File: src/rtl/ep_alloc_pkg.sv
package ep_alloc_pkg;
  typedef struct packed {
    logic       alloc;
    logic       enable;
    logic [2:0] size;
    logic       dbl;
  } ep_cfg_t;

  typedef enum logic [1:0] {OP_NONE, OP_ALLOC, OP_FREE} op_e;

  localparam int unsigned REG_W = 11;

  function automatic logic [REG_W-1:0] region_bytes(input ep_cfg_t c);
    logic [REG_W-1:0] pkt;
    pkt = (c.size == 3'd7) ? REG_W'(512) : (REG_W'(8) << c.size);
    return c.dbl ? (pkt << 1) : pkt;
  endfunction
endpackage

File: src/rtl/ep_cfg_regs.sv
module ep_cfg_regs
  import ep_alloc_pkg::*;
#(
  parameter int unsigned NUM_EP = 8,
  localparam int unsigned EP_W = $clog2(NUM_EP)
) (
  input  logic            clk_i,
  input  logic            rst_ni,
  input  logic            wr_en_i,
  input  logic [EP_W-1:0] wr_ep_i,
  input  ep_cfg_t         wr_cfg_i,
  output ep_cfg_t         cfg_o [NUM_EP],
  output op_e             op_o,
  output logic [EP_W-1:0] op_ep_o
);
  ep_cfg_t cfg_q [NUM_EP];
  ep_cfg_t old_cfg;

  assign old_cfg = cfg_q[wr_ep_i];

  for (genvar i = 0; i < NUM_EP; i++) begin : g_cfg
    always_ff @(posedge clk_i or negedge rst_ni) begin
      if (!rst_ni)                                  cfg_q[i] <= '0;
      else if (wr_en_i && wr_ep_i == EP_W'(i))      cfg_q[i] <= wr_cfg_i;
    end
    assign cfg_o[i] = cfg_q[i];
  end

  // only a change of the allocate flag schedules a base update
  always_ff @(posedge clk_i or negedge rst_ni) begin
    if (!rst_ni) begin
      op_o    <= OP_NONE;
      op_ep_o <= '0;
    end else begin
      op_ep_o <= wr_ep_i;
      if (wr_en_i && !old_cfg.alloc && wr_cfg_i.alloc)      op_o <= OP_ALLOC;
      else if (wr_en_i && old_cfg.alloc && !wr_cfg_i.alloc) op_o <= OP_FREE;
      else                                                  op_o <= OP_NONE;
    end
  end
endmodule

File: src/rtl/ep_base_ctrl.sv
module ep_base_ctrl
  import ep_alloc_pkg::*;
#(
  parameter int unsigned NUM_EP = 8,
  parameter int unsigned BASE_W = 14,
  localparam int unsigned EP_W = $clog2(NUM_EP)
) (
  input  logic              clk_i,
  input  logic              rst_ni,
  input  ep_cfg_t           cfg_i [NUM_EP],
  input  op_e               op_i,
  input  logic [EP_W-1:0]   op_ep_i,
  output logic [BASE_W-1:0] base_o [NUM_EP]
);
  logic [BASE_W-1:0] base_q [NUM_EP];
  logic [BASE_W-1:0] end_w  [NUM_EP];
  logic [BASE_W-1:0] prev_end, new_end;

  always_comb begin
    for (int i = 0; i < NUM_EP; i++)
      end_w[i] = base_q[i] + (cfg_i[i].alloc ? BASE_W'(region_bytes(cfg_i[i])) : '0);
  end

  always_comb begin
    prev_end = '0;
    for (int i = 1; i < NUM_EP; i++)
      if (op_ep_i == EP_W'(i)) prev_end = end_w[i-1];
  end

  assign new_end = prev_end + BASE_W'(region_bytes(cfg_i[op_ep_i]));

  for (genvar i = 0; i < NUM_EP; i++) begin : g_base
    logic self_hit, next_hit;
    assign self_hit = (op_i == OP_ALLOC) && (op_ep_i == EP_W'(i));
    if (i == 0) begin : g_first
      assign next_hit = 1'b0;
    end else begin : g_rest
      assign next_hit = (op_i != OP_NONE) && (op_ep_i == EP_W'(i-1));
    end

    always_ff @(posedge clk_i or negedge rst_ni) begin
      if (!rst_ni)       base_q[i] <= '0;
      else if (self_hit) base_q[i] <= prev_end;
      else if (next_hit) base_q[i] <= (op_i == OP_ALLOC) ? new_end : prev_end;
    end
    assign base_o[i] = base_q[i];
  end
endmodule

File: src/rtl/ep_conflict_chk.sv
module ep_conflict_chk
  import ep_alloc_pkg::*;
#(
  parameter int unsigned NUM_EP    = 8,
  parameter int unsigned BASE_W    = 14,
  parameter int unsigned RAM_BYTES = 2048
) (
  input  ep_cfg_t           cfg_i  [NUM_EP],
  input  logic [BASE_W-1:0] base_i [NUM_EP],
  output logic [NUM_EP-1:0] conflict_o
);
  localparam logic [BASE_W-1:0] RAM_LIM = BASE_W'(RAM_BYTES);

  for (genvar i = 0; i < NUM_EP; i++) begin : g_cf
    logic              has_nxt;
    logic [BASE_W-1:0] nxt_base, end_i;

    // nearest allocated endpoint above i
    always_comb begin
      has_nxt  = 1'b0;
      nxt_base = '0;
      for (int j = NUM_EP - 1; j > i; j--) begin
        if (cfg_i[j].alloc) begin
          has_nxt  = 1'b1;
          nxt_base = base_i[j];
        end
      end
    end

    assign end_i = base_i[i] + BASE_W'(region_bytes(cfg_i[i]));
    assign conflict_o[i] = cfg_i[i].alloc &&
                           ((has_nxt && end_i > nxt_base) || end_i > RAM_LIM);
  end
endmodule

File: src/rtl/ep_addr_xlat.sv
module ep_addr_xlat
  import ep_alloc_pkg::*;
#(
  parameter int unsigned NUM_EP = 8,
  parameter int unsigned BASE_W = 14,
  parameter int unsigned ADDR_W = 11,
  localparam int unsigned EP_W = $clog2(NUM_EP)
) (
  input  ep_cfg_t           cfg_i  [NUM_EP],
  input  logic [BASE_W-1:0] base_i [NUM_EP],
  input  logic [EP_W-1:0]   ep_i,
  input  logic [ADDR_W-1:0] off_i,
  output logic [ADDR_W-1:0] addr_o,
  output logic              valid_o
);
  ep_cfg_t           sel_cfg;
  logic [BASE_W-1:0] sel_base;
  logic [BASE_W-1:0] sum;

  assign sel_cfg  = cfg_i[ep_i];
  assign sel_base = base_i[ep_i];
  assign sum      = sel_base + BASE_W'(off_i);
  assign addr_o   = sum[ADDR_W-1:0];
  assign valid_o  = sel_cfg.alloc &&
                    (BASE_W'(off_i) < BASE_W'(region_bytes(sel_cfg)));
endmodule

File: src/rtl/ep_buf_alloc.sv
module ep_buf_alloc
  import ep_alloc_pkg::*;
#(
  parameter int unsigned NUM_EP    = 8,
  parameter int unsigned RAM_BYTES = 2048,
  localparam int unsigned EP_W   = $clog2(NUM_EP),
  localparam int unsigned ADDR_W = $clog2(RAM_BYTES),
  localparam int unsigned BASE_W = ADDR_W + 3
) (
  input  logic                     clk_i,
  input  logic                     rst_ni,
  input  logic                     wr_en_i,
  input  logic [EP_W-1:0]          wr_ep_i,
  input  logic                     wr_alloc_i,
  input  logic                     wr_enable_i,
  input  logic [2:0]               wr_size_i,
  input  logic                     wr_dbl_i,
  output logic                     busy_o,
  output logic [NUM_EP-1:0]        alloc_o,
  output logic [NUM_EP-1:0]        enable_o,
  output logic [NUM_EP-1:0]        conflict_o,
  output logic [NUM_EP*BASE_W-1:0] base_o,
  input  logic [EP_W-1:0]          xl_ep_i,
  input  logic [ADDR_W-1:0]        xl_off_i,
  output logic [ADDR_W-1:0]        xl_addr_o,
  output logic                     xl_valid_o
);
  ep_cfg_t           cfg [NUM_EP];
  ep_cfg_t           wr_cfg;
  op_e               op;
  logic [EP_W-1:0]   op_ep;
  logic [BASE_W-1:0] base [NUM_EP];

  assign wr_cfg = '{alloc: wr_alloc_i, enable: wr_enable_i, size: wr_size_i, dbl: wr_dbl_i};

  ep_cfg_regs #(.NUM_EP(NUM_EP)) u_cfg (
    .clk_i, .rst_ni, .wr_en_i, .wr_ep_i,
    .wr_cfg_i(wr_cfg), .cfg_o(cfg), .op_o(op), .op_ep_o(op_ep)
  );

  ep_base_ctrl #(.NUM_EP(NUM_EP), .BASE_W(BASE_W)) u_base (
    .clk_i, .rst_ni, .cfg_i(cfg), .op_i(op), .op_ep_i(op_ep), .base_o(base)
  );

  ep_conflict_chk #(.NUM_EP(NUM_EP), .BASE_W(BASE_W), .RAM_BYTES(RAM_BYTES)) u_cf (
    .cfg_i(cfg), .base_i(base), .conflict_o
  );

  ep_addr_xlat #(.NUM_EP(NUM_EP), .BASE_W(BASE_W), .ADDR_W(ADDR_W)) u_xl (
    .cfg_i(cfg), .base_i(base), .ep_i(xl_ep_i), .off_i(xl_off_i),
    .addr_o(xl_addr_o), .valid_o(xl_valid_o)
  );

  assign busy_o = (op != OP_NONE);

  for (genvar i = 0; i < NUM_EP; i++) begin : g_out
    assign alloc_o[i]                  = cfg[i].alloc;
    assign enable_o[i]                 = cfg[i].enable;
    assign base_o[i*BASE_W +: BASE_W]  = base[i];
  end
endmodule

File: config.mk
export PLATFORM = sky130hd
export DESIGN_NAME = ep_buf_alloc
export DESIGN_NICKNAME = d
export VERILOG_FILES = /design/src/rtl/ep_alloc_pkg.sv /design/src/rtl/ep_cfg_regs.sv /design/src/rtl/ep_base_ctrl.sv /design/src/rtl/ep_conflict_chk.sv /design/src/rtl/ep_addr_xlat.sv /design/src/rtl/ep_buf_alloc.sv
export SDC_FILE = /design/constraint.sdc
export NUM_CORES = 1
export LEC_CHECK = 0
export BUFFER_PORTS_ARGS = -buffer_cell sky130_fd_sc_hd__buf_2
export CAP_MARGIN = 20
export CORE_ASPECT_RATIO = 1.4
export CORE_MARGIN = 2
export CORE_UTILIZATION = 45
export CTS_CLUSTER_SIZE = 28
export DETAILED_ROUTE_END_ITERATION = 7
export PLACE_DENSITY = 0.62
export SLEW_MARGIN = 40
export SYNTH_ARGS = -nofsm -noshare
export SYNTH_HDL_FRONTEND = slang
export SYNTH_SLANG_ARGS = --single-unit
export TNS_END_PERCENT = 50
File: constraint.sdc
create_clock -name clk_i -period 7.1 [get_ports clk_i]
set_input_delay 1.065 -clock clk_i [delete_from_list [all_inputs] [get_ports clk_i]]
set_output_delay 1.065 -clock clk_i [all_outputs]
set_load 0.005 [all_outputs]
==> results.py <==
metrics = {
    "worst_setup_path": {
        "r2r_cells": 18,
        "regToRegSetupSlack_ns": 0.76,
        "criticalPathCategory": "flop to flop",
        "crit_arrival_ns": 6.59,
        "r2r_start": "u_cfg.cfg_o[25]$_DFFE_PN0P_",
        "crit_path_end_kind": "flop",
        "crit_fanout": 7,
        "startpoint_type": "flop",
        "timing.critical_path.required_ns": 7.36,
        "r2r_end": "u_base.base_o[51]$_DFFE_PN0P_",
    },
    "sta": {
        "fin_crit_sh_pct": 89.23,
        "setup_viol": 0,
        "fin_worst_skew_ns": 0.01099,
        "slew_violations": 0,
        "fin_crit_ns": 6.335,
        "max_freq_mhz": 157.8,
        "grt_setup_unrepaired": "no",
        "slew_headroom_pct": 40.17,
        "hold_violations": 0,
        "fin_setup_tns_ns": 0,
        "worst_pin_slew_ns": 0.8942,
        "worst_slack_ns": 0.7648,
    },
    "place": {
        "dp_slack_ns": 1.331,
        "io_buffers": 174,
        "dp_cells": 3000,
        "place.gp.congestion": 1.035,
        "hpwl_um": 67850,
    },
    "clocking": {
        "cts.clk_slew.worst_paths_ns": 0.07,
        "clk_latency_ns": 0.45,
        "cts_buffers": 17,
        "cts_resized": 0,
        "cts_tree": "done",
        "cts-root-buf": "clkbuf_16",
        "htreeDepth": 4,
        "clockBufferDepth": 2,
        "cts_sinks": 165,
        "postCtsSetupBuffers": 0,
        "hold_buffers": 0,
    },
    "run": {
        "maxCapViolCount": 0,
    },
    "route": {
        "avgRoutedWirePerCell_um": 28.02,
        "avgViaCountPerCell": 6.494,
        "first_iter_violations": 2011,
        "drc": 0,
        "wirelength_um": 85040,
        "first_pass_iters": 6,
        "ant_nets": 0,
        "num_vias": 19710,
    },
    "global_routing": {
        "antenna_found_initial": 3,
        "grt_pass1_vias": 19070,
        "grt_usage_pct": 36.81,
        "grt_max_degree": 108,
        "grt_overflow_total": 0,
        "grt_pass1_wl_um": 124000,
    },
    "power_and_ir_drop": {
        "p_total_mw": 8.903,
        "peakVddDrop_mv": 0.2422,
        "powerDensity_nw_per_um2": 407.8,
        "p_leak_nw": 10.23,
    },
    "floorplanning": {
        "fp.dieW_um": 181.4,
        "dieHeight_um": 252.3,
        "die_area_sq_um": 45770,
        "core_region_area_sq_um": 43720,
        "start_util_pct": 45.34,
        "core.rowCount": 91,
        "ios": 175,
    },
    "synth": {
        "synth_fp_nets": 2644,
        "synth-seq-cells": 165,
        "yosysSeqAreaShare_pct": 20.83,
        "ys_top_cells_by_area": "dfrtp_1 21%, ha_1 15%, nor2_1 4.8%",
        "ys_types": 78,
        "async_reset_ff_share_pct": 100.0,
        "synth_edf_count": 0,
        "synth_flop_cell": "dfrtp_1",
        "syn_area_per_cell_sq_um": 8.411,
        "synth_top_area_cell": "dfrtp_1",
        "syn_inst": 2357,
        "yosysTopAreaCellShare_pct": 20.83,
        "yosysWarnings": 0,
        "synthesis.area_sq_um": 19820,
    },
    "finish": {
        "layout_common_cells": "249 x nor2_1, 244 x ha_1, 180 x a21oi_1",
        "drive_gt1_share_pct": 16.20,
        "num-nets-final": 2749,
        "area_growth_pct": 10.14,
        "final_common_cell": "nor2_1",
        "fin_cells": 3035,
        "utilization_pct": 49.94,
    },
    "hold_path": {
        "hp-start": "u_cfg.cfg_o[28]$_DFFE_PN0P_",
        "holdPathStages": 1,
        "worstHoldEndpoint": "u_cfg.cfg_o[28]$_DFFE_PN0P_",
        "hp-class": "flop to flop",
    },
    "run_status": {
        "outcome": "completed",
    },
}
worst max-delay path, cell delays in order (launching register included):
cell and delay (ns):
dfrtp_1 0.52, buf_4 0.26, nor4_1 0.38, and2_1 0.19, ha_1 0.25, mux2_2 0.27
o22ai_1 0.68, a21oi_1 0.26, o21ai_1 0.49, inv_1 0.18, ha_1 0.26, fa_1 0.41
a21o_1 0.20, a21oi_1 0.22, o21bai_1 0.09, a21oi_1 0.23, xnor2_1 0.23, nor2_1 0.20
a221oi_1 0.81
state kept, by name, indices dropped and copies added, names as in the netlist:
register,count
u_base.base_o,112
u_cfg.op_ep_o,3
u_cfg.cfg_o,48
u_cfg.op_o,2
metrics by stage:
step,area (sq um),hold slack [ns]
final,21830,0.4991
after global routing,21830,0.5141
after floorplan,19820,0.4807
after CTS,21780,0.5026
after detailed placement,21190,0.4878
after global placement,21130,0.4840
layer usage:
layer	global-route usage, %	up-vias	share of wire (%)
met3	6.153	315	7.2
met1	42.12	9483	37
li1	-	8846	-
met4	29.55	2	9.8
met5	0	-	0.0094
met2	60.85	1062	46
kinds of logic (layout without fill, tap and decap cells):
kind of cell	count (synthesis)	count (layout)	share of synthesized area, %
AOI/OAI and AO/OA	627	627	21.01
xor gates and xnor gates	140	140	6.223
adders and majority gates	261	261	17.12
buffers and inverters	228	346	4.639
DFF	165	165	20.83
muxes	146	146	10.53
other	0	2	0
and+or+nand+nor	790	790	19.65
area by class of cell:
type	instances	area (sq um)
Antenna cell	2	5.005
Clock inverter	15	170.2
Timing Repair Buffer	210	1187
Tap cell	558	698.2
Sequential cell	165	4130
Clock buffer	17	425.4
Multi-Input combinational cell	1964	14830
Fill cell	4244	21890
Inverter	104	390.4
worst max-delay path by stage:
stage                                      startpoint                       endpoint
after global routing      u_cfg.cfg_o[18]$_DFFE_PN0P_                  conflict_o[4]
final                     u_cfg.cfg_o[25]$_DFFE_PN0P_  u_base.base_o[51]$_DFFE_PN0P_
after CTS                 u_cfg.cfg_o[18]$_DFFE_PN0P_                  conflict_o[4]
after detailed placement                   xl_ep_i[1]                     xl_valid_o
after global placement                     xl_ep_i[0]                     xl_valid_o
after floorplan                            xl_ep_i[0]                  xl_addr_o[10]
synthesized netlist by cell type, drive strengths merged, types with 10 or more instances:
| master | number |
|---|---|
| a211oi | 25 |
| a21boi | 13 |
| a21o | 83 |
| a21oi | 180 |
| a221o | 14 |
| a221oi | 25 |
| a22oi | 11 |
| and2 | 67 |
| and3 | 19 |
| buf | 31 |
| clkbuf | 93 |
| dfrtp | 165 |
| fa | 17 |
| ha | 244 |
| inv | 103 |
| mux2 | 80 |
| mux2i | 24 |
| mux4 | 42 |
| nand2 | 158 |
| nand2b | 49 |
| nand3 | 35 |
| nand3b | 11 |
| nand4 | 16 |
| nand4b | 12 |
| nor2 | 255 |
| nor2b | 44 |
| nor3 | 64 |
| nor3b | 13 |
| nor4 | 15 |
| o21a | 28 |
| o21ai | 113 |
| o21bai | 14 |
| o221ai | 19 |
| o22ai | 17 |
| o31ai | 13 |
| or3 | 10 |
| xnor2 | 87 |
| xor2 | 53 |
power by group:
part	total (mW)	switching, mW	internal (mW)
clock network	0.975	0.447	0.528
logic	5.60	3.16	2.44
registers	2.33	1.09	1.24
(Power assumes the default switching activity.)
